$ cat src/rtl/mdm_pkg.sv
package mdm_pkg;
    typedef enum logic [1:0] {
        ST_IDLE    = 2'd0,
        ST_BLOCKED = 2'd1,
        ST_SHIFT   = 2'd2
    } gate_st_t;
endpackage

$ cat src/rtl/mdm_sync.sv
module mdm_sync #(
    parameter int STAGES = 2
) (
    input  logic clk,
    input  logic rst_n,
    input  logic d,
    output logic q
);
    localparam int LAST = STAGES - 1;

    logic [LAST:0] chain;

    genvar g;
    generate
        for (g = 0; g < STAGES; g++) begin : g_stage
            if (g == 0) begin : g_first
                always_ff @(posedge clk or negedge rst_n) begin
                    if (!rst_n) chain[g] <= 1'b0;
                    else        chain[g] <= d;
                end
            end else begin : g_next
                always_ff @(posedge clk or negedge rst_n) begin
                    if (!rst_n) chain[g] <= 1'b0;
                    else        chain[g] <= chain[g-1];
                end
            end
        end
    endgenerate

    assign q = chain[LAST];
endmodule

$ cat src/rtl/mdm_route.sv
module mdm_route (
    input  logic lpbk_en,
    input  logic man_rts,
    input  logic pol_hi,
    input  logic cts_sync,
    input  logic rx_pin,
    input  logic tx_ser,
    output logic rx_ser,
    output logic tx_pin,
    output logic rts_pin,
    output logic cts_eff
);
    logic cts_pin_active;
    logic rts_level_on;
    logic rts_level_off;

    always_comb begin
        // pin is active when it matches the selected polarity
        cts_pin_active = (cts_sync == pol_hi);
        rts_level_on   = pol_hi;
        rts_level_off  = ~pol_hi;

        tx_pin = tx_ser;
        if (lpbk_en) begin
            rx_ser  = tx_ser;
            rts_pin = rts_level_off;
            cts_eff = man_rts;
        end else begin
            rx_ser  = rx_pin;
            rts_pin = man_rts ? rts_level_on : rts_level_off;
            cts_eff = cts_pin_active;
        end
    end
endmodule

$ cat src/rtl/mdm_delta.sv
module mdm_delta (
    input  logic clk,
    input  logic rst_n,
    input  logic cur,
    input  logic clr,
    output logic flag
);
    logic prev;
    logic moved;

    always_comb moved = (cur != prev);

    always_ff @(posedge clk or negedge rst_n) begin
        if (!rst_n) begin
            prev <= 1'b0;
            flag <= 1'b0;
        end else begin
            prev <= cur;
            if (moved)    flag <= 1'b1;
            else if (clr) flag <= 1'b0;
        end
    end
endmodule

$ cat src/rtl/mdm_txgate.sv
module mdm_txgate
    import mdm_pkg::*;
(
    input  logic clk,
    input  logic rst_n,
    input  logic auto_cts,
    input  logic cts_eff,
    input  logic hold_valid,
    input  logic shift_done,
    output logic xfer_go,
    output logic tx_active
);
    gate_st_t st_q, st_d;
    logic     path_clear;

    always_comb path_clear = ~auto_cts | cts_eff;

    always_ff @(posedge clk or negedge rst_n) begin
        if (!rst_n) st_q <= ST_IDLE;
        else        st_q <= st_d;
    end

    always_comb begin
        st_d = st_q;
        unique case (st_q)
            ST_IDLE: begin
                if (hold_valid && path_clear)  st_d = ST_SHIFT;   // launch
                else if (hold_valid)           st_d = ST_BLOCKED; // stall
            end
            ST_BLOCKED: begin
                if (path_clear)                st_d = ST_SHIFT;   // release
            end
            ST_SHIFT: begin
                if (shift_done)                st_d = ST_IDLE;    // finish
            end
            default:                           st_d = ST_IDLE;
        endcase
    end

    always_comb begin
        xfer_go   = 1'b0;
        tx_active = 1'b0;
        unique case (st_q)
            ST_IDLE:    xfer_go   = hold_valid & path_clear;
            ST_BLOCKED: xfer_go   = path_clear;
            ST_SHIFT:   tx_active = 1'b1;
            default: begin
                xfer_go   = 1'b0;
                tx_active = 1'b0;
            end
        endcase
    end
endmodule

$ cat src/rtl/uart_modem_ctl.sv
module uart_modem_ctl #(
    parameter int SYNC_STAGES = 2
) (
    input  logic clk,
    input  logic rst_n,
    input  logic lpbk_en,
    input  logic man_rts,
    input  logic auto_cts,
    input  logic pol_hi,
    input  logic dcts_clr,
    input  logic cts_pin,
    input  logic rx_pin,
    input  logic tx_ser,
    input  logic hold_valid,
    input  logic shift_done,
    output logic rx_ser,
    output logic tx_pin,
    output logic rts_pin,
    output logic xfer_go,
    output logic tx_active,
    output logic cts_stat,
    output logic dcts_stat
);
    logic cts_sync;
    logic cts_eff;

    mdm_sync #(.STAGES(SYNC_STAGES)) u_sync (
        .clk   (clk),
        .rst_n (rst_n),
        .d     (cts_pin),
        .q     (cts_sync)
    );

    mdm_route u_route (
        .lpbk_en  (lpbk_en),
        .man_rts  (man_rts),
        .pol_hi   (pol_hi),
        .cts_sync (cts_sync),
        .rx_pin   (rx_pin),
        .tx_ser   (tx_ser),
        .rx_ser   (rx_ser),
        .tx_pin   (tx_pin),
        .rts_pin  (rts_pin),
        .cts_eff  (cts_eff)
    );

    mdm_delta u_delta (
        .clk   (clk),
        .rst_n (rst_n),
        .cur   (cts_eff),
        .clr   (dcts_clr),
        .flag  (dcts_stat)
    );

    mdm_txgate u_gate (
        .clk        (clk),
        .rst_n      (rst_n),
        .auto_cts   (auto_cts),
        .cts_eff    (cts_eff),
        .hold_valid (hold_valid),
        .shift_done (shift_done),
        .xfer_go    (xfer_go),
        .tx_active  (tx_active)
    );

    assign cts_stat = cts_eff;
endmodule

$ cat config.mk
export PLATFORM = sky130hd
export DESIGN_NAME = uart_modem_ctl
export DESIGN_NICKNAME = d
export VERILOG_FILES = /design/src/rtl/mdm_pkg.sv /design/src/rtl/mdm_sync.sv /design/src/rtl/mdm_route.sv /design/src/rtl/mdm_delta.sv /design/src/rtl/mdm_txgate.sv /design/src/rtl/uart_modem_ctl.sv
export SDC_FILE = /design/constraint.sdc
export NUM_CORES = 1
export LEC_CHECK = 0
export BUFFER_PORTS_ARGS = -buffer_cell sky130_fd_sc_hd__buf_2
export CORE_AREA = 4 4 41 43
export DETAILED_ROUTE_END_ITERATION = 7
export DIE_AREA = 0 0 45 47
export MAX_ROUTING_LAYER = met4
export PLACE_DENSITY = 0.58
export SETUP_SLACK_MARGIN = 0.4
export SKIP_LAST_GASP = 1
export SLEW_MARGIN = 20
export SYNTH_ARGS = -nofsm -noshare
export SYNTH_HDL_FRONTEND = slang
export SYNTH_SLANG_ARGS = --single-unit
$ cat constraint.sdc
create_clock -name clk -period 1.5 [get_ports clk]
set_clock_uncertainty 0.2 [all_clocks]
set_input_delay 0.3 -clock clk [delete_from_list [all_inputs] [get_ports clk]]
set_output_delay 0.3 -clock clk [all_outputs]
set_load 0.02 [all_outputs]
Yosys cells after proc, flatten, opt, wreduce, memory -nomap -nowiden
Index checks and enable logic that the tools add are counted.
Word-level totals
  bits in registers: 6
  bits of input ports: 12
  output and inout bits: 7
  word-level logic and storage cells: 33
Cells by class
  eq/ne operators: 7
  muxes and demuxes: 13
  bitwise gates (word level): 4
  reduce and logical (&&, ||, !) cells: 4
Operators by type and width (count)
  2-bit two-way mux: 4
  1-bit two-way mux: 7
  2-bit case mux with 3 select lines: 1
  3-bit by 2-bit inequality test with 1-bit output, second input constant: 1
  3-bit AND reduction: 1
  2-bit by 1-bit == test with 1-bit output, second input constant: 1
  2-bit == test, second input constant: 1
  2-bit logical NOT: 1
  2-bit by 1-bit inequality test with 1-bit output, second input constant: 1
  2-bit inequality test, second input constant: 1
  1-bit NOT: 2
  1-bit case mux with 2 select lines: 1
  2-bit nonzero test: 1
  1-bit AND: 1
  1-bit == test: 1
  1-bit logical AND: 1
  1-bit inequality test: 1
  1-bit OR: 1

Logic depth before layout (Yosys ltp)
  depth in word-level cells: 6
  mapped depth: 4
  depth with buffers taken out: 3

Modules after synthesis
A second synthesis with hierarchy kept.
Second synthesis, totals
  cell total of the unflattened synthesis: 23
  area total of the unflattened synthesis: 287.8 um^2
Modules (own cells, without submodules)
  mdm_txgate: instances 1, cells each 9, area an instance 112.6 um^2, sequential area each 50.0 um^2
  mdm_delta: instances 1, cells each 5, area an instance 67.6 um^2, sequential area each 50.0 um^2
  mdm_route: instances 1, cells each 7, area an instance 57.6 um^2, sequential area each 0.0 um^2
  mdm_sync: instances 1, cells each 2, area an instance 50.0 um^2, sequential area each 50.0 um^2

Least setup slack after synthesis
No wires, ideal clock.
  path type: reg-to-output
  start: reg u_sync.chain[1], in the netlist u_sync.q
  end: out xfer_go
  arrival: 1.075 ns
  required time: 1.000 ns
  slack: -0.075 ns
  cell stages (with the launch flop): 4
  buffers on the path: 0
  cells stage by stage: dfrtp_1 -> xor2_1 -> o21a_1 -> a21oi_1
Between the ends
  word-level cells in the longest chain between the ends: 5
Ends and longest elaborated chain
  from (decl): RTL line mdm_sync.sv:11  | logic [LAST:0] chain;
  from (signal, indexed assignment): RTL line mdm_sync.sv:24  | else chain[g] <= chain[g-1];
  1-bit == test (*): RTL line mdm_route.sv:19  | cts_pin_active = (cts_sync == pol_hi);
  1-bit two-way mux (*): RTL line mdm_route.sv:24  | if (lpbk_en) begin
  1-bit OR (*): RTL line mdm_txgate.sv:16  | always_comb path_clear = ~auto_cts | cts_eff;
  1-bit AND: RTL line mdm_txgate.sv:44  | ST_IDLE: xfer_go = hold_valid & path_clear;
  1-bit case mux with 2 select lines (*): RTL line mdm_txgate.sv:43  | unique case (st_q)
  to (decl): RTL line uart_modem_ctl.sv:19  | output logic xfer_go,
Every way passes the cells marked *; elsewhere a longest branch is shown, timed or not.

Worst setup path after layout
Ends and elaborated chain as after synthesis.

==> out/metrics.csv <==
stage;metric;value;unit
floorplan;die_h;47;um
placement;io_buffer_count;18;
grt;grt_use_total;8.14;%
placement;gp_congestion;0.686;
setup_path;worst-path-buf-inv;1;
drt;num_vias;316;
clocking;cts_tree;done;
final_layout;fin_util;43.8;%
grt;grt_pass1_wl;1.15;mm
logic_synthesis;synth_edf_count;0;
setup_path;path_max_fanout;2;
clocking;cts_sinks;6;
final_layout;nets;72;
sta;worst_pin_slew;0.228;ns
logic_synthesis;synth_nets;44;
clocking;clockBufferDepth;2;
outcome;status;complete, but fails checks;
pwr;ir_worst_vdd;0.510;mV
logic_synthesis;async_flop_share;100;%
final_layout;final_cell_area;569;um^2
sta;clock.fmax;0.571;GHz
logic_synthesis;yosysSeqAreaShare;47.1;%
drt;drc;0;
final_layout;drive_above_1_share;59.3;%
logic_synthesis;yosysWarningCount;0;
floorplan;core.rowCount;13;
grt;grt_overflow_total;0;
sta;min_period;1.75;ns
setup_path;crit_path_start_kind;register;
setup_path;crit_chain;xor2_1 -> o21a_1 -> a21oi_4 -> buf_6;
pwr;p_leak;0.289;nW
setup_path;crit_path_max_incr_delay;0.38;ns
logic_synthesis;synth.avg_cell_area;9.97;um^2
grt;antenna_found_initial;0;
setup_path;crit_type;register to output pin;
setup_path;r2r_slack;0.23;ns
worst_hold_path;hold_class;register to register;
placement;dp_hpwl;582;um
final_layout;area_delta_synth_final;78.4;%
floorplan;floorplan.die.width;45;um
logic_synthesis;syn_area;319;um^2
floorplan;core_area;0.00130;mm^2
drt;ant_nets;0;
setup_path;endpoint_kind;output pin;
setup_path;worstPathRequired;1.00;ns
sta;timing.final.crit_share;117;%
setup_path;critPathSlowestCell;dfrtp_1;
drt;wl;685;um
logic_synthesis;yosysUniqueCellTypes;19;
drt;drtIter0Drc;6;
setup_path;critPathTopFamily;flip-flops;
drt;vias_per_cell;4.27;
clocking;clk_latency;0.24;ns
placement;placed_area;489;um^2
logic_synthesis;synthCells;32;
grt;first_global_vias;289;
floorplan;fp.dieArea;0.00212;mm^2
drt;wl_per_cell;9.26;um
clocking;htreeDepth;1;
setup_path;arrival;1.25;ns
clocking;post_cts_buffers;0;
logic_synthesis;synth_seq_cells;6;
sta;setup_slack;-0.250;ns
floorplan;start_util;24.5;%
sta;rsz0062_at_grt;true;
clocking;cts_buffers;3;
clocking;cts-root-buf;clkbuf_4;
pwr;total_power;0.000551;W
grt;grt_max_degree;7;
logic_synthesis;synth-main-ff-cell;dfrtp_1;
sta;setup_viol;2;
drt;firstDrtPassIters;4;
final_layout;antenna_cells;0;
sta;slew_viol_final;0;
sta;max_slew_margin;84.7;%
sta;hold_viol_final;0;
flow_run;maxCapViolCount;0;
pwr;p_per_area;968;mW/mm^2
clocking;clk_pin_slew;0.05;ns
outcome;failed_checks;negative setup slack;
floorplan;pin_count;19;
## cells in the mapped netlist (all sizes together) (2+ instances only)
cell type / number / area share [%]
nand3b: 2 / 4.7
buf: 2 / 4.7
inv: 2 / 2.4
nor2: 4 / 4.7
xnor2: 2 / 5.5
dfrtp: 6 / 47
nor2b: 2 / 3.9
## worst paths after layout
kind                            startpoint      endpoint  cells after the start
hold reg to reg            u_sync.chain[0]      u_sync.q                      0
setup / recovery                  u_sync.q       xfer_go                      4
setup reg to reg                  u_sync.q  u_delta.flag                      4
max in group asynchronous            rst_n  u_delta.flag                      2
hold / removal             u_sync.chain[0]      u_sync.q                      0
min in group asynchronous            rst_n      u_sync.q                      2
## sequential cells by signal, summed over array words and instances, names as in the netlist
| signal | cells |
|---|---|
| u_delta.prev | 1 |
| u_delta.flag | 1 |
| u_sync.chain | 1 |
| u_sync.q | 1 |
| u_gate.st_q | 2 |
## cells by family (layout without fill, tap and decap cells)
kind of cell | after synthesis | count (layout) | share of synthesized area [%]
XOR/XNOR | 3 | 3 | 8.24
AO/OA/AOI/OAI | 5 | 5 | 11.8
AND/OR/NAND/NOR | 13 | 13 | 22.4
multiplexers | 1 | 1 | 3.53
buffers and inverters | 4 | 31 | 7.06
flip-flops | 6 | 6 | 47.1
## what timing repair did
action                                  in CTS  in global routing
resized for setup                            8                  3
endpoints found under the setup margin      10                 10
pin swaps                                    1                  2
gates cloned                                 0                  0
hold buffers                                 2                  0
hold endpoints to repair                     7                  0
## metrics by stage
stage | hold WS [ns] | setup slack (ns) | setup TNS, ns | instances
6_report | 0.135 | -0.250 | -0.469 | 74
5_1_grt | 0.149 | -0.304 | -0.641 | 74
4_1_cts | 0.136 | -0.266 | -0.522 | 74
3_5_place_dp | -0.0721 | -0.0666 | -0.118 | 68
3_3_place_gp | -0.0733 | -0.0622 | -0.111 | 68
2_1_floorplan | -0.196 | 0.0805 | 0 | 32
## per-layer routing
layer  vias to the layer above  track usage [%]  routed length [um]
li1                        159                -                   -
met1                       145             8.14                 265
met2                        12             12.7                 351
met3                         0             2.68                  68
met4                         0             7.02                   0
met5                         -                -                   0
## area by class of cell
| cell class | instances | area, um^2 |
|---|---|---|
| fill | 140 | 732 |
| timing repair buffer | 25 | 174 |
| sequential | 6 | 151 |
| inverter | 2 | 7.51 |
| clock buffer | 4 | 26.3 |
| tap | 15 | 18.8 |
| multi-input combinational | 22 | 191 |
## cells in the final DEF (no fill, tap or decap)
| cell | n |
|---|---|
| buf_2 | 12 |
| buf_4 | 7 |
| dfrtp_1 | 5 |
| nor2_1 | 4 |
| clkbuf_4 | 4 |
| buf_6 | 3 |
| nor2b_4 | 2 |
| xnor2_2 | 2 |
| nand3b_1 | 2 |
| dlygate4sd3_1 | 2 |
| xor2_1 | 1 |
| nand2_1 | 1 |
| o21a_1 | 1 |
| or2_2 | 1 |
| a21oi_4 | 1 |
| inv_2 | 1 |
| mux2_4 | 1 |
| o211ai_1 | 1 |
| nand2b_1 | 1 |
| nand3_1 | 1 |
| nor3b_1 | 1 |
| a211o_1 | 1 |
| inv_1 | 1 |
| a22o_1 | 1 |
| clkbuf_1 | 1 |
| dfrtp_2 | 1 |
## report_power, final
part,total [W],internal [W],switching [W]
Combinational,0.000205,0.000113,0.0000915
Sequential,0.000192,0.000181,0.0000103
Clock,0.000155,0.000100,0.0000544
Total,0.000551,0.000395,0.000156
Power figures use the tool's default switching activity.
